$ cat src/rtl/swdiv_pkg.sv
package swdiv_pkg;

  localparam int PRE_W = 6;

  typedef enum logic [1:0] {
    PSEL_8   = 2'd0,
    PSEL_16  = 2'd1,
    PSEL_32  = 2'd2,
    PSEL_32X = 2'd3
  } psel_e;

  function automatic logic [PRE_W-1:0] base_modulus(input logic [1:0] sel);
    case (psel_e'(sel))
      PSEL_8:  base_modulus = PRE_W'(8);
      PSEL_16: base_modulus = PRE_W'(16);
      default: base_modulus = PRE_W'(32);
    endcase
  endfunction

endpackage

$ cat src/rtl/swdiv_cfg.sv
module swdiv_cfg
  import swdiv_pkg::*;
#(
  parameter int A_W   = 5,
  parameter int B_W   = 13,
  parameter int B_MIN = 3
) (
  input  logic             clk,
  input  logic             rst_n,
  input  logic             load,
  input  logic [1:0]       psel_in,
  input  logic [A_W-1:0]   a_in,
  input  logic [B_W-1:0]   b_in,
  output logic [A_W-1:0]   a_eff,
  output logic [B_W-1:0]   b_eff,
  output logic [PRE_W-1:0] p_act,
  output logic             err_q
);

  localparam logic [B_W-1:0] B_FLOOR = B_W'(B_MIN);
  localparam int CW = (A_W > B_W) ? A_W : B_W;

  logic b_low, a_high;

  always_comb begin
    b_low  = (b_in < B_FLOOR);
    b_eff  = b_low ? B_FLOOR : b_in;
    a_high = (CW'(a_in) > CW'(b_eff));
    a_eff  = a_high ? A_W'(b_eff) : a_in;
  end

  always_ff @(posedge clk or negedge rst_n) begin
    if (!rst_n) begin
      p_act <= PRE_W'(8);
      err_q <= 1'b0;
    end else if (load) begin
      p_act <= base_modulus(psel_in);
      err_q <= b_low | a_high | (CW'(a_in) > CW'(b_in));
    end
  end


  p_legal_chk: assert property (@(posedge clk) disable iff (!rst_n)
    (p_act == PRE_W'(8)) || (p_act == PRE_W'(16)) || (p_act == PRE_W'(32)));

endmodule

$ cat src/rtl/swdiv_presc.sv
module swdiv_presc
  import swdiv_pkg::*;
(
  input  logic             clk,
  input  logic             rst_n,
  input  logic             load,
  input  logic [PRE_W-1:0] p_base,
  input  logic             mod_hi,
  output logic             wrap
);

  logic [PRE_W-1:0] cnt;
  logic [PRE_W-1:0] last;

  always_comb begin
    last = mod_hi ? p_base : (p_base - PRE_W'(1));
    wrap = (cnt == last);
  end

  always_ff @(posedge clk or negedge rst_n) begin
    if (!rst_n)      cnt <= '0;
    else if (load)   cnt <= '0;
    else if (wrap)   cnt <= '0;
    else             cnt <= cnt + PRE_W'(1);
  end


  pre_range_chk: assert property (@(posedge clk) disable iff (!rst_n)
    cnt <= p_base);

endmodule

$ cat src/rtl/swdiv_swallow.sv
module swdiv_swallow #(
  parameter int A_W   = 5,
  parameter int B_W   = 13,
  parameter int B_MIN = 3
) (
  input  logic           clk,
  input  logic           rst_n,
  input  logic           hold,
  input  logic           wrap,
  input  logic [A_W-1:0] a_load,
  input  logic [B_W-1:0] b_load,
  output logic           mod_hi,
  output logic           tc
);

  localparam int CW = (A_W > B_W) ? A_W : B_W;

  logic [A_W-1:0] a_left;
  logic [B_W-1:0] b_left;

  always_comb begin
    mod_hi = (a_left != '0);
    tc     = !hold && wrap && (b_left == B_W'(1));
  end

  always_ff @(posedge clk or negedge rst_n) begin
    if (!rst_n) begin
      a_left <= '0;
      b_left <= B_W'(B_MIN);
    end else if (hold || tc) begin
      a_left <= a_load;
      b_left <= b_load;
    end else if (wrap) begin
      b_left <= b_left - B_W'(1);
      if (mod_hi) a_left <= a_left - A_W'(1);
    end
  end


  swallow_order_chk: assert property (@(posedge clk) disable iff (!rst_n)
    CW'(a_left) <= CW'(b_left));


  b_live_chk: assert property (@(posedge clk) disable iff (!rst_n)
    b_left != '0);

endmodule

$ cat src/rtl/swallow_divider.sv
module swallow_divider
  import swdiv_pkg::*;
#(
  parameter int A_W   = 5,
  parameter int B_W   = 13,
  parameter int B_MIN = 3
) (
  input  logic           clk,
  input  logic           rst_n,
  input  logic           cnt_rst,
  input  logic           pwr_dn,
  input  logic [1:0]     psel,
  input  logic [A_W-1:0] a_val,
  input  logic [B_W-1:0] b_val,
  output logic           div_pulse,
  output logic           cfg_err
);

  logic             hold;
  logic             tc;
  logic             load;
  logic             wrap;
  logic             mod_hi;
  logic [A_W-1:0]   a_eff;
  logic [B_W-1:0]   b_eff;
  logic [PRE_W-1:0] p_act;

  assign hold = cnt_rst | pwr_dn;
  assign load = hold | tc;

  swdiv_cfg #(.A_W(A_W), .B_W(B_W), .B_MIN(B_MIN)) u_cfg (
    .clk     (clk),
    .rst_n   (rst_n),
    .load    (load),
    .psel_in (psel),
    .a_in    (a_val),
    .b_in    (b_val),
    .a_eff   (a_eff),
    .b_eff   (b_eff),
    .p_act   (p_act),
    .err_q   (cfg_err)
  );

  swdiv_presc u_presc (
    .clk    (clk),
    .rst_n  (rst_n),
    .load   (load),
    .p_base (p_act),
    .mod_hi (mod_hi),
    .wrap   (wrap)
  );

  swdiv_swallow #(.A_W(A_W), .B_W(B_W), .B_MIN(B_MIN)) u_swallow (
    .clk    (clk),
    .rst_n  (rst_n),
    .hold   (hold),
    .wrap   (wrap),
    .a_load (a_eff),
    .b_load (b_eff),
    .mod_hi (mod_hi),
    .tc     (tc)
  );

  always_ff @(posedge clk or negedge rst_n) begin
    if (!rst_n) div_pulse <= 1'b0;
    else        div_pulse <= tc;
  end


  pulse_single_chk: assert property (@(posedge clk) disable iff (!rst_n)
    div_pulse |=> !div_pulse);


  hold_quiet_chk: assert property (@(posedge clk) disable iff (!rst_n)
    (cnt_rst || pwr_dn) |=> !div_pulse);

endmodule

$ cat config.mk
export PLATFORM = sky130hd
export DESIGN_NAME = swallow_divider
export DESIGN_NICKNAME = d
export VERILOG_FILES = /design/src/rtl/swdiv_pkg.sv /design/src/rtl/swdiv_cfg.sv /design/src/rtl/swdiv_presc.sv /design/src/rtl/swdiv_swallow.sv /design/src/rtl/swallow_divider.sv
export SDC_FILE = /design/constraint.sdc
export NUM_CORES = 1
export LEC_CHECK = 0
export BUFFER_PORTS_ARGS = -buffer_cell sky130_fd_sc_hd__buf_2
export CORE_AREA = 2 2 90 57
export CTS_CLUSTER_SIZE = 30
export DETAILED_ROUTE_END_ITERATION = 12
export DIE_AREA = 0 0 92 59
export GPL_TIMING_DRIVEN = 0
export PLACE_DENSITY = 0.73
export SYNTH_ARGS = -nofsm -noshare
export SYNTH_HDL_FRONTEND = slang
export SYNTH_SLANG_ARGS = --single-unit
$ cat constraint.sdc
create_clock -name clk -period 4.55 [get_ports clk]
set_input_delay 0.2275 -clock clk [delete_from_list [all_inputs] [get_ports clk]]
set_output_delay 0.2275 -clock clk [all_outputs]
set_load 0.05 [all_outputs]
# Word-level counts from Yosys, hierarchy flattened
# Cells that the tools add are included.
# op_classes
n_addsub	4
magnitude_cmp	3
n_eq_ne	3
muxes	11
bitwise_logic	4
n_reduce_logical	9
# op_table
op	count
$mux W13	3
$gt A5 B13 Y1	2
$mux W5	4
$mux W6	3
$eq A13 B1 Y1 const B	1
$lt A13 B2 Y1 const B	1
$sub A13 B1 Y13 const B	1
$pmux W6 S2	1
$add A6 B1 Y6 const B	1
$eq A6 B6 Y1	1
$sub A6 B1 Y6 const B	1
$reduce_bool A5 Y1	1
$sub A5 B1 Y5 const B	1
$or A1 B1 Y1	4
$reduce_bool A2 Y1	2
$eq A2 B1 Y1 const B	1
$logic_and A1 B1 Y1	2
$logic_not A2 Y1	1
$reduce_and A2 Y1	1
$logic_not A1 Y1	1
$logic_or A1 B1 Y1	1
# totals
reg_bits	32
inputBits	24
out_inout_bits	2
word_cells	40

# Depth between registers and ports, before layout
# Gate-level depths: netlist of the first run.
# depth
ltp_word	8
depth_mapped	11

# By module
# From an unflattened synthesis of the first run, not the netlist that was laid out.
# hier_totals
cells_unflattened	243
hier_area_um2	2250.9
# by_module_without_submodules
module	n_inst	cells_each	area_each_um2	seq_area_each_um2
swdiv_swallow	1	113	1109.8	452.9
swdiv_cfg	1	75	600.6	101.3
swdiv_presc	1	52	503.0	150.1
swallow_divider	1	3	37.5	25.0

# Least setup slack after synthesis of the first run
# OpenSTA, ideal clock, no wires.
# synth_path
path_type	input-to-reg
startpoint	in b_val[0]
endpoint	reg u_swallow.a_left[4]
setup_ns	0.137
arrival_ns	2.227
setup_slack_ns	2.185
cell_stages	10
path_cell_list	a2111oi_0 a21oi_1 ha_1 nand3b_1 a21oi_1 a211o_1 and2_1 buf_1 mux2i_1 o211ai_1
# synth_via
elab_chain_cells	5
# synth_rtl
item	line_no	rtl
from (decl)	swallow_divider.sv:14	input logic [B_W-1:0] b_val,
$lt A13 B2 Y1	swdiv_cfg.sv:26	b_low = (b_in < B_FLOOR);
$mux W13 (*)	swdiv_cfg.sv:27	b_eff = b_low ? B_FLOOR : b_in;
$gt A5 B13 Y1	swdiv_cfg.sv:28	a_high = (CW'(a_in) > CW'(b_eff));
$mux W5 (*)	swdiv_cfg.sv:29	a_eff = a_high ? A_W'(b_eff) : a_in;
$mux W5 (*)	swdiv_swallow.sv:30	end else if (hold || tc) begin
to (signal assigned)	swdiv_swallow.sv:31	a_left <= a_load;
to (signal assigned)	swdiv_swallow.sv:35	if (mod_hi) a_left <= a_left - A_W'(1);
to (decl)	swdiv_swallow.sv:18	logic [A_W-1:0] a_left;
# Every way passes the cells marked *; elsewhere a longest branch is shown, timed or not.
# A chain may end at the register's enable or synchronous reset.

# Worst setup path after layout of the first run
# layout_path
startpoint	in b_val[0]
endpoint	reg u_swallow.a_left[2]
# Same word-level chain as after synthesis.

==> results of run 1 <==
## path summary, 6_finish.rpt
| check | to | slack, ns | cells after the start | start |
|---|---|---|---|---|
| max in group asynchronous | u_swallow.a_left[2] | 3.59 | 2 | rst_n |
| hold reg to reg | u_presc.cnt[0] | 0.49 | 1 | u_presc.cnt[0] |
| setup reg to reg | u_cfg.p_act[5] | 1.92 | 8 | u_swallow.a_left[0] |
| min in group asynchronous | u_swallow.b_left[6] | 0.52 | 2 | rst_n |
| setup / recovery | u_swallow.a_left[2] | 1.92 | 11 | b_val[0] |
| hold / removal | u_cfg.p_act[3] | 0.1 | 2 | psel[0] |
## cell type report
type	instances	area (um2)	share of cell area, %
inverter	17	63.8	2.56
multi-input combinational	199	1350	53.9
clock buffer	7	96.3	3.86
timing repair buffer	26	135	5.41
tap	63	78.8	3.16
buffer	8	43.8	1.75
clock inverter	1	5.00	0.200
sequential	29	729	29.2
## per-stage QoR
stage / util (%) / total power [mW]
3_3_place_gp: 52.8 / 0.454
5_1_grt: 55.3 / 0.740
3_5_place_dp: 52.8 / 0.458
2_1_floorplan: - / 0.407
6_report: 55.3 / 0.696
4_1_cts: 55.3 / 0.699
## cell families after synthesis
| group | count (synthesis) | share of synthesized area (%) |
|---|---|---|
| xor+xnor | 11 | 4.42 |
| flops | 29 | 33.4 |
| mux | 9 | 4.19 |
| fa+ha+maj | 16 | 9.17 |
| simple gates | 108 | 26.0 |
| compound gates | 55 | 17.8 |
| buf+inv | 25 | 4.93 |
## registers in the layout (all words and copies together), names as in the netlist
| signal | cells |
|---|---|
| u_cfg.p_act | 3 |
| u_swallow.a_left | 5 |
| u_cfg.err_q | 1 |
| div_pulse | 1 |
| u_presc.cnt | 6 |
| u_swallow.b_left | 13 |
## where the power goes
part           switching [mW]  internal (mW)  total [mW]
clock network           0.104          0.137       0.240
logic                  0.0929         0.0630       0.156
registers              0.0206          0.279       0.300
total                   0.217          0.479       0.696
## Yosys cell counts, types with 3 or more instances
cell type | n | area share (%)
sky130_fd_sc_hd__xnor2_1 | 8 | 3.2
sky130_fd_sc_hd__inv_1 | 16 | 2.8
sky130_fd_sc_hd__nor2_1 | 27 | 4.6
sky130_fd_sc_hd__clkbuf_1 | 3 | 0.52
sky130_fd_sc_hd__nor3_1 | 9 | 2.1
sky130_fd_sc_hd__dfstp_2 | 3 | 3.6
sky130_fd_sc_hd__mux2i_1 | 8 | 3.7
sky130_fd_sc_hd__ha_1 | 16 | 9.2
sky130_fd_sc_hd__xor2_1 | 3 | 1.2
sky130_fd_sc_hd__o211ai_1 | 12 | 4.1
sky130_fd_sc_hd__nand4_1 | 11 | 3.2
sky130_fd_sc_hd__o21ai_0 | 12 | 2.8
sky130_fd_sc_hd__nand2_1 | 17 | 2.9
sky130_fd_sc_hd__a21oi_1 | 11 | 2.5
sky130_fd_sc_hd__nor4_1 | 5 | 1.4
sky130_fd_sc_hd__nand3_1 | 20 | 4.6
sky130_fd_sc_hd__dfrtp_1 | 26 | 30
## metal layers
layer | track usage [%] | up-vias | part of all wire (%)
li1 | - | 1000 | -
met3 | 5.22 | 4 | 7.2
met1 | 34.1 | 949 | 51
met5 | 0 | - | 0
met4 | 4.26 | 0 | 0.42
met2 | 31.0 | 74 | 42
==> flow_summary.json, run 1 <==
{
  "dpl.cell_count": 341,
  "path_clk_slew_ns": 0.06,
  "arrival_ns": 2.79,
  "grt_antenna_before_repair": 0,
  "detailroute.via_count": 2027,
  "tritoncts_clock_tree": "built",
  "floorplan_core_area_um2": 4520,
  "crit_path_max_incr_delay_ns": 0.65,
  "cap_violations": 0,
  "cts_post_setup_buffers_inserted": 0,
  "layout.filler_cells": 428,
  "timing.max_slew.rel_slack_pct": 52.0,
  "layout.cells.most_common_list": "sky130_fd_sc_hd__nor2_1, sky130_fd_sc_hd__buf_2, sky130_fd_sc_hd__dfrtp_1, sky130_fd_sc_hd__nand3_1, sky130_fd_sc_hd__nand2_1",
  "end_kind": "register",
  "timing.critical_path.from_type": "input pin",
  "finalWeightedCongestion": 0.856,
  "clock_path_buffers": 2,
  "floorplan.die.height_um": 59,
  "timing.critical_path.max_delay_family": "compound AO/OA/AOI/OAI gates",
  "critical_path_buf_inv_count": 2,
  "layout.nets": 326,
  "cp_data_required_time_ns": 4.71,
  "final_min_period_over_clock_period_pct": 57.8,
  "total_non_filler_cell_area_in_the_finished_layout_um2": 2500,
  "cts_hold_buf": 1,
  "design.die.area_um2": 5430,
  "cts_resized": 0,
  "crit_path_top_delay_cell": "sky130_fd_sc_hd__a2111oi_0",
  "total_number_of_placement_rows": 19,
  "synth_area_per_cell_um2": 8.62,
  "layout_min_cycle_time_ns": 2.63,
  "route.antenna.remaining_nets": 0,
  "postSynthRegisterBits": 29,
  "outcome": "finished clean",
  "remaining_drc_errors": 0,
  "hold_class": "in2reg",
  "cts_made_buffers": 5,
  "wire_length_of_the_first_global_routing_pass_mm": 9.18,
  "final-instance-count-excl-fill": 350,
  "wl_per_cell_um": 15.6,
  "io_buffer_count": 25,
  "power.leakage_nw": 1.07,
  "mappedNetlistNets": 293,
  "worst_hold_slack_ns": 0.0988,
  "placement.setup.worst_slack_ns": 1.67,
  "grt_max_degree": 30,
  "max_freq_ghz": 0.380,
  "post_synth_inst_count": 253,
  "io-pin-count": 26,
  "ctsRootBufferMaster": "sky130_fd_sc_hd__clkbuf_8",
  "worst_tran_pin_value_ns": 0.701,
  "number_of_flops_mapped_to_enable_cells_by_yosys": 0,
  "report.final.slew_viol_count": 0,
  "dp_hpwl_mm": 4.17,
  "clkSinkCount": 29,
  "crit_path_cell_trace": "buf_2 > a2111oi_0 > a21oi_1 > ha_1 > nand3b_1 > a21oi_1 > a211o_1 > and2_1 > buf_1 > mux2i_1 > mux2i_1",
  "worstSetupPathType": "in2reg",
  "grt_setup_unrepaired": "false",
  "placement.cell_area_um2": 2390,
  "finalSetupTns_ns": 0,
  "grt_pass1_vias": 1845,
  "viasPerCell": 5.79,
  "worstPathMaxFanout": 6,
  "synth.lib_cells_used.distinct": 56,
  "setup_viol_count_final": 0,
  "power_density_nw_per_um2": 279,
  "drt_pass1_iterations": 4,
  "worst_ir_drop_vdd_v": 0.000156,
  "later_pin_clock_latency_in_the_skew_report_ns": 0.28,
  "synth_area_um2": 2180,
  "hold_viol_final": 0,
  "initial_utilization_pct": 48.3,
  "track_usage_pct": 21.9,
  "antenna_cells_inserted": 0,
  "dr.first_iter.drc_count": 167,
  "skew_ns": 0.00181,
  "postRouteWirelength_mm": 5.45,
  "synthFlopType": "sky130_fd_sc_hd__dfrtp_1",
  "yosys_warnings": 0,
  "gr_overflow_total": 0,
  "postLayoutSetupSlackWorst_ns": 1.92,
  "asyncSetResetFlopFracSynth_pct": 100,
  "yosysSeqAreaShare_pct": 33.4,
  "die_w_um": 92,
  "cts-htree-levels": 2,
  "layout_cell_share_with_drive_strength_beyond_1_pct": 19.2,
  "synthToLayoutAreaGrowth_pct": 14.4
}
No activity file was read; power rests on OpenSTA's default activity.
==> run 2, diff against run 1 <==
--- a/config.mk
+++ b/config.mk
@@ -5,13 +5,14 @@
 export SDC_FILE = /design/constraint.sdc
 export NUM_CORES = 1
 export LEC_CHECK = 0
+export ABC_AREA = 1
 export BUFFER_PORTS_ARGS = -buffer_cell sky130_fd_sc_hd__buf_2
-export CORE_AREA = 2 2 90 57
+export CORE_AREA = 2 2 93 59
 export CTS_CLUSTER_SIZE = 30
 export DETAILED_ROUTE_END_ITERATION = 12
-export DIE_AREA = 0 0 92 59
+export DIE_AREA = 0 0 95 61
 export GPL_TIMING_DRIVEN = 0
-export PLACE_DENSITY = 0.73
+export PLACE_DENSITY = 0.76
 export SYNTH_ARGS = -nofsm -noshare
 export SYNTH_HDL_FRONTEND = slang
 export SYNTH_SLANG_ARGS = --single-unit
==> constraint.sdc (replaced) <==
create_clock -name clk -period 2.29 [get_ports clk]
set_input_delay 0.1145 -clock clk [delete_from_list [all_inputs] [get_ports clk]]
set_output_delay 0.1145 -clock clk [all_outputs]
set_load 0.05 [all_outputs]
==> flow_summary.json, run 2 <==
{
  "worstHoldPathCells": 4,
  "grt_antenna_before_repair": 0,
  "yosys-top-cells-count": "sky130_fd_sc_hd__nand2_1, sky130_fd_sc_hd__inv_1, sky130_fd_sc_hd__nand3_1, sky130_fd_sc_hd__dfrtp_1, sky130_fd_sc_hd__nor2_1",
  "asyncSetResetFlopFracSynth_pct": 100,
  "max_freq_ghz": 0.463,
  "number_of_flops_mapped_to_enable_cells_by_yosys": 0,
  "arrival_ns": 2.34,
  "gr_overflow_total": 0,
  "dp_hpwl_mm": 4.53,
  "regToRegStartpoint": "u_cfg.p_act[3]",
  "cts_made_buffers": 5,
  "topRoutingLayerUsed": "met4",
  "finalSetupTns_ns": 0,
  "cap_violations": 0,
  "layout_top_registers": "u_swallow.b_left (13), u_presc.cnt (6), u_swallow.a_left (5)",
  "placement.setup.worst_slack_ns": -0.286,
  "critical_path_buf_inv_count": 4,
  "floorplan_core_area_um2": 4930,
  "grt_setup_unrepaired": "true",
  "ctsRootBufferMaster": "sky130_fd_sc_hd__clkbuf_8",
  "report.final.slew_viol_count": 0,
  "io_buffer_count": 25,
  "dr.first_iter.drc_count": 98,
  "worst_ir_drop_vdd_v": 0.000281,
  "finish.utilization_pct": 54.9,
  "largest_register_ff_count": 13,
  "remaining_drc_errors": 0,
  "hold_viol_final": 0,
  "routed-wl-met3_um": 438,
  "finalWeightedCongestion": 0.886,
  "postLayoutSetupSlackWorst_ns": 0.130,
  "grt_pass1_vias": 1999,
  "layout.cells.most_common_list": "sky130_fd_sc_hd__nand2_1, sky130_fd_sc_hd__inv_1, sky130_fd_sc_hd__nand3_1, sky130_fd_sc_hd__buf_2, sky130_fd_sc_hd__dfrtp_1",
  "yosysSeqAreaShare_pct": 30.9,
  "wl_met1_mm": 2.95,
  "synth_top_cells_by_area": "sky130_fd_sc_hd__dfrtp_1, sky130_fd_sc_hd__nand2_1, sky130_fd_sc_hd__nand3_1",
  "worst_hold_slack_ns": 0.101,
  "post_synth_inst_count": 335,
  "timing.max_slew.rel_slack_pct": 55.9,
  "clock_path_buffers": 2,
  "crit_path_cell_trace": "buf_2 > inv_1 > nand4_1 > nor2_4 > nand2_1 > a21oi_1 > inv_1 > ha_1 > nor3b_1 > nor3_1 > nand2_1 > clkbuf_4 > o21ai_1 > nand2_1 > nand3_1 > nand2_1",
  "skew_ns": 0.00951,
  "setup_viol_count_final": 0,
  "synth_area_per_cell_um2": 7.05,
  "synth.lib_cells_used.distinct": 38,
  "antenna_cells_inserted": 0,
  "route.met2.wl_mm": 2.35,
  "power.leakage_nw": 1.44,
  "total_non_filler_cell_area_in_the_finished_layout_um2": 2710,
  "clkSinkCount": 29,
  "synth_area_um2": 2360,
  "path_clk_slew_ns": 0.07,
  "timing.critical_path.max_delay_family": "simple AND/OR/NAND/NOR gates",
  "design.die.area_um2": 5800,
  "route.antenna.remaining_nets": 0,
  "wl_per_cell_um": 13.2,
  "reg2reg_depth": 13,
  "placement.cell_area_um2": 2570,
  "power_density_nw_per_um2": 540,
  "floorplan.die.height_um": 61,
  "final_min_period_over_clock_period_pct": 94.3,
  "synthFlopType": "sky130_fd_sc_hd__dfrtp_1",
  "end_kind": "register",
  "yosys_warnings": 0,
  "detailroute.via_count": 2231,
  "die_w_um": 95,
  "cell_with_the_most_instances_after_synthesis": "sky130_fd_sc_hd__nand2_1",
  "synth_top_cell_by_area": "sky130_fd_sc_hd__dfrtp_1",
  "drt_pass1_iterations": 4,
  "initial_utilization_pct": 47.9,
  "critical-path-top-cell-by-count": "sky130_fd_sc_hd__nand2_1",
  "total_number_of_placement_rows": 20,
  "cp_data_required_time_ns": 2.48,
  "worstPathMaxFanout": 10,
  "layout_min_cycle_time_ns": 2.16,
  "later_pin_clock_latency_in_the_skew_report_ns": 0.29,
  "outcome": "finished clean",
  "share_of_the_synthesized_area_in_the_top_cell_type_pct": 27.6,
  "setup.reg_to_reg.worst_slack_ns": 0.20,
  "hold-path-endpoint": "u_cfg.p_act[4]",
  "grt_max_degree": 30,
  "worstSetupPathType": "in2reg",
  "crit_path_top_delay_cell": "sky130_fd_sc_hd__ha_1",
  "mappedNetlistNets": 375,
  "min_from": "psel[1]",
  "crit_path_max_incr_delay_ns": 0.27,
  "track_usage_pct": 21.9,
  "viasPerCell": 5.09,
  "postRouteWirelength_mm": 5.79,
  "worst_tran_pin_value_ns": 0.661,
  "wire_length_of_the_first_global_routing_pass_mm": 9.49,
  "postSynthRegisterBits": 29,
  "layout.filler_cells": 474,
  "tritoncts_clock_tree": "built",
  "timing.critical_path.from_type": "input pin",
  "synthToLayoutAreaGrowth_pct": 14.6,
  "io-pin-count": 26,
  "regMostFlops": "u_swallow.b_left",
  "hold_class": "in2reg",
  "layout_cell_share_with_drive_strength_beyond_1_pct": 18.3,
  "critical_path.reg2reg.endpoint": "u_swallow.a_left[2]",
  "mostFrequentLayoutCell": "sky130_fd_sc_hd__nand2_1",
  "cts-htree-levels": 2,
  "layout.nets": 411
}
run 2: layout make-up:
class	count	area, um2	share of cell area [%]
plain buffers	7	57.6	2.13
clock buffers	5	68.8	2.54
clock inverters	3	17.5	0.647
inverters	53	199	7.35
multi-input cells	246	1390	51.4
flip-flops and latches	29	729	27.0
well taps	66	82.6	3.05
repair buffers	29	160	5.92
run 2: cell families (layout without fill, tap and decap cells):
family,after synthesis,count (layout),synth area share (%)
AOI/OAI and AO/OA,23,23,6.57
xor gates and xnor gates,16,16,5.94
adders and majority gates,16,16,8.48
buffers and inverters,60,97,10.7
DFF,29,29,30.9
and+or+nand+nor,191,191,37.4
run 2: worst reg2reg max path, delay by kind of cell (launching register included):
kind,cells,cell delay (ns)
buffers and inverters,3,0.29
adder cells (fa/ha/maj),1,0.30
flip-flops,1,0.53
AND/OR/NAND/NOR,9,0.85
run 2: worst max path at each step:
stage | from | to | slack (ns) | cells after the start
2_1_floorplan | b_val[8] | u_swallow.a_left[4] | 0.33 | 16
3_3_place_gp | b_val[8] | u_swallow.a_left[2] | -0.21 | 16
3_5_place_dp | b_val[8] | u_swallow.a_left[4] | -0.29 | 18
4_1_cts | b_val[8] | u_swallow.a_left[4] | 0.03 | 18
5_1_grt | b_val[12] | u_swallow.a_left[1] | -0.04 | 18
6_report | b_val[12] | u_swallow.a_left[2] | 0.13 | 16
run 2: report_power, final:
part | internal [mW] | switching (mW)
registers | 0.564 | 0.0572
logic | 0.157 | 0.256
clock network | 0.209 | 0.217
total | 0.931 | 0.530
run 2: metrics by stage:
stage          power (mW)  std cells
6_report             1.46        438
5_1_grt              1.55        438
4_1_cts              1.46        436
3_5_place_dp         1.03        426
3_3_place_gp         1.01        426
2_1_floorplan       0.912        335
run 2: what timing repair did:
action	4_1_cts	5_1_grt
setup endpoints to repair	0	6
gates resized for setup	0	10
buffers inserted	0	2
hold buffers	2	0
endpoints found under the hold margin	27	0
run 2: metal layers:
| metal | GRT usage (%) | up-vias |
|---|---|---|
| li1 | - | 1137 |
| met1 | 33.0 | 1016 |
| met2 | 30.7 | 73 |
| met3 | 4.97 | 5 |
| met4 | 7.66 | 0 |
| met5 | 0 | - |
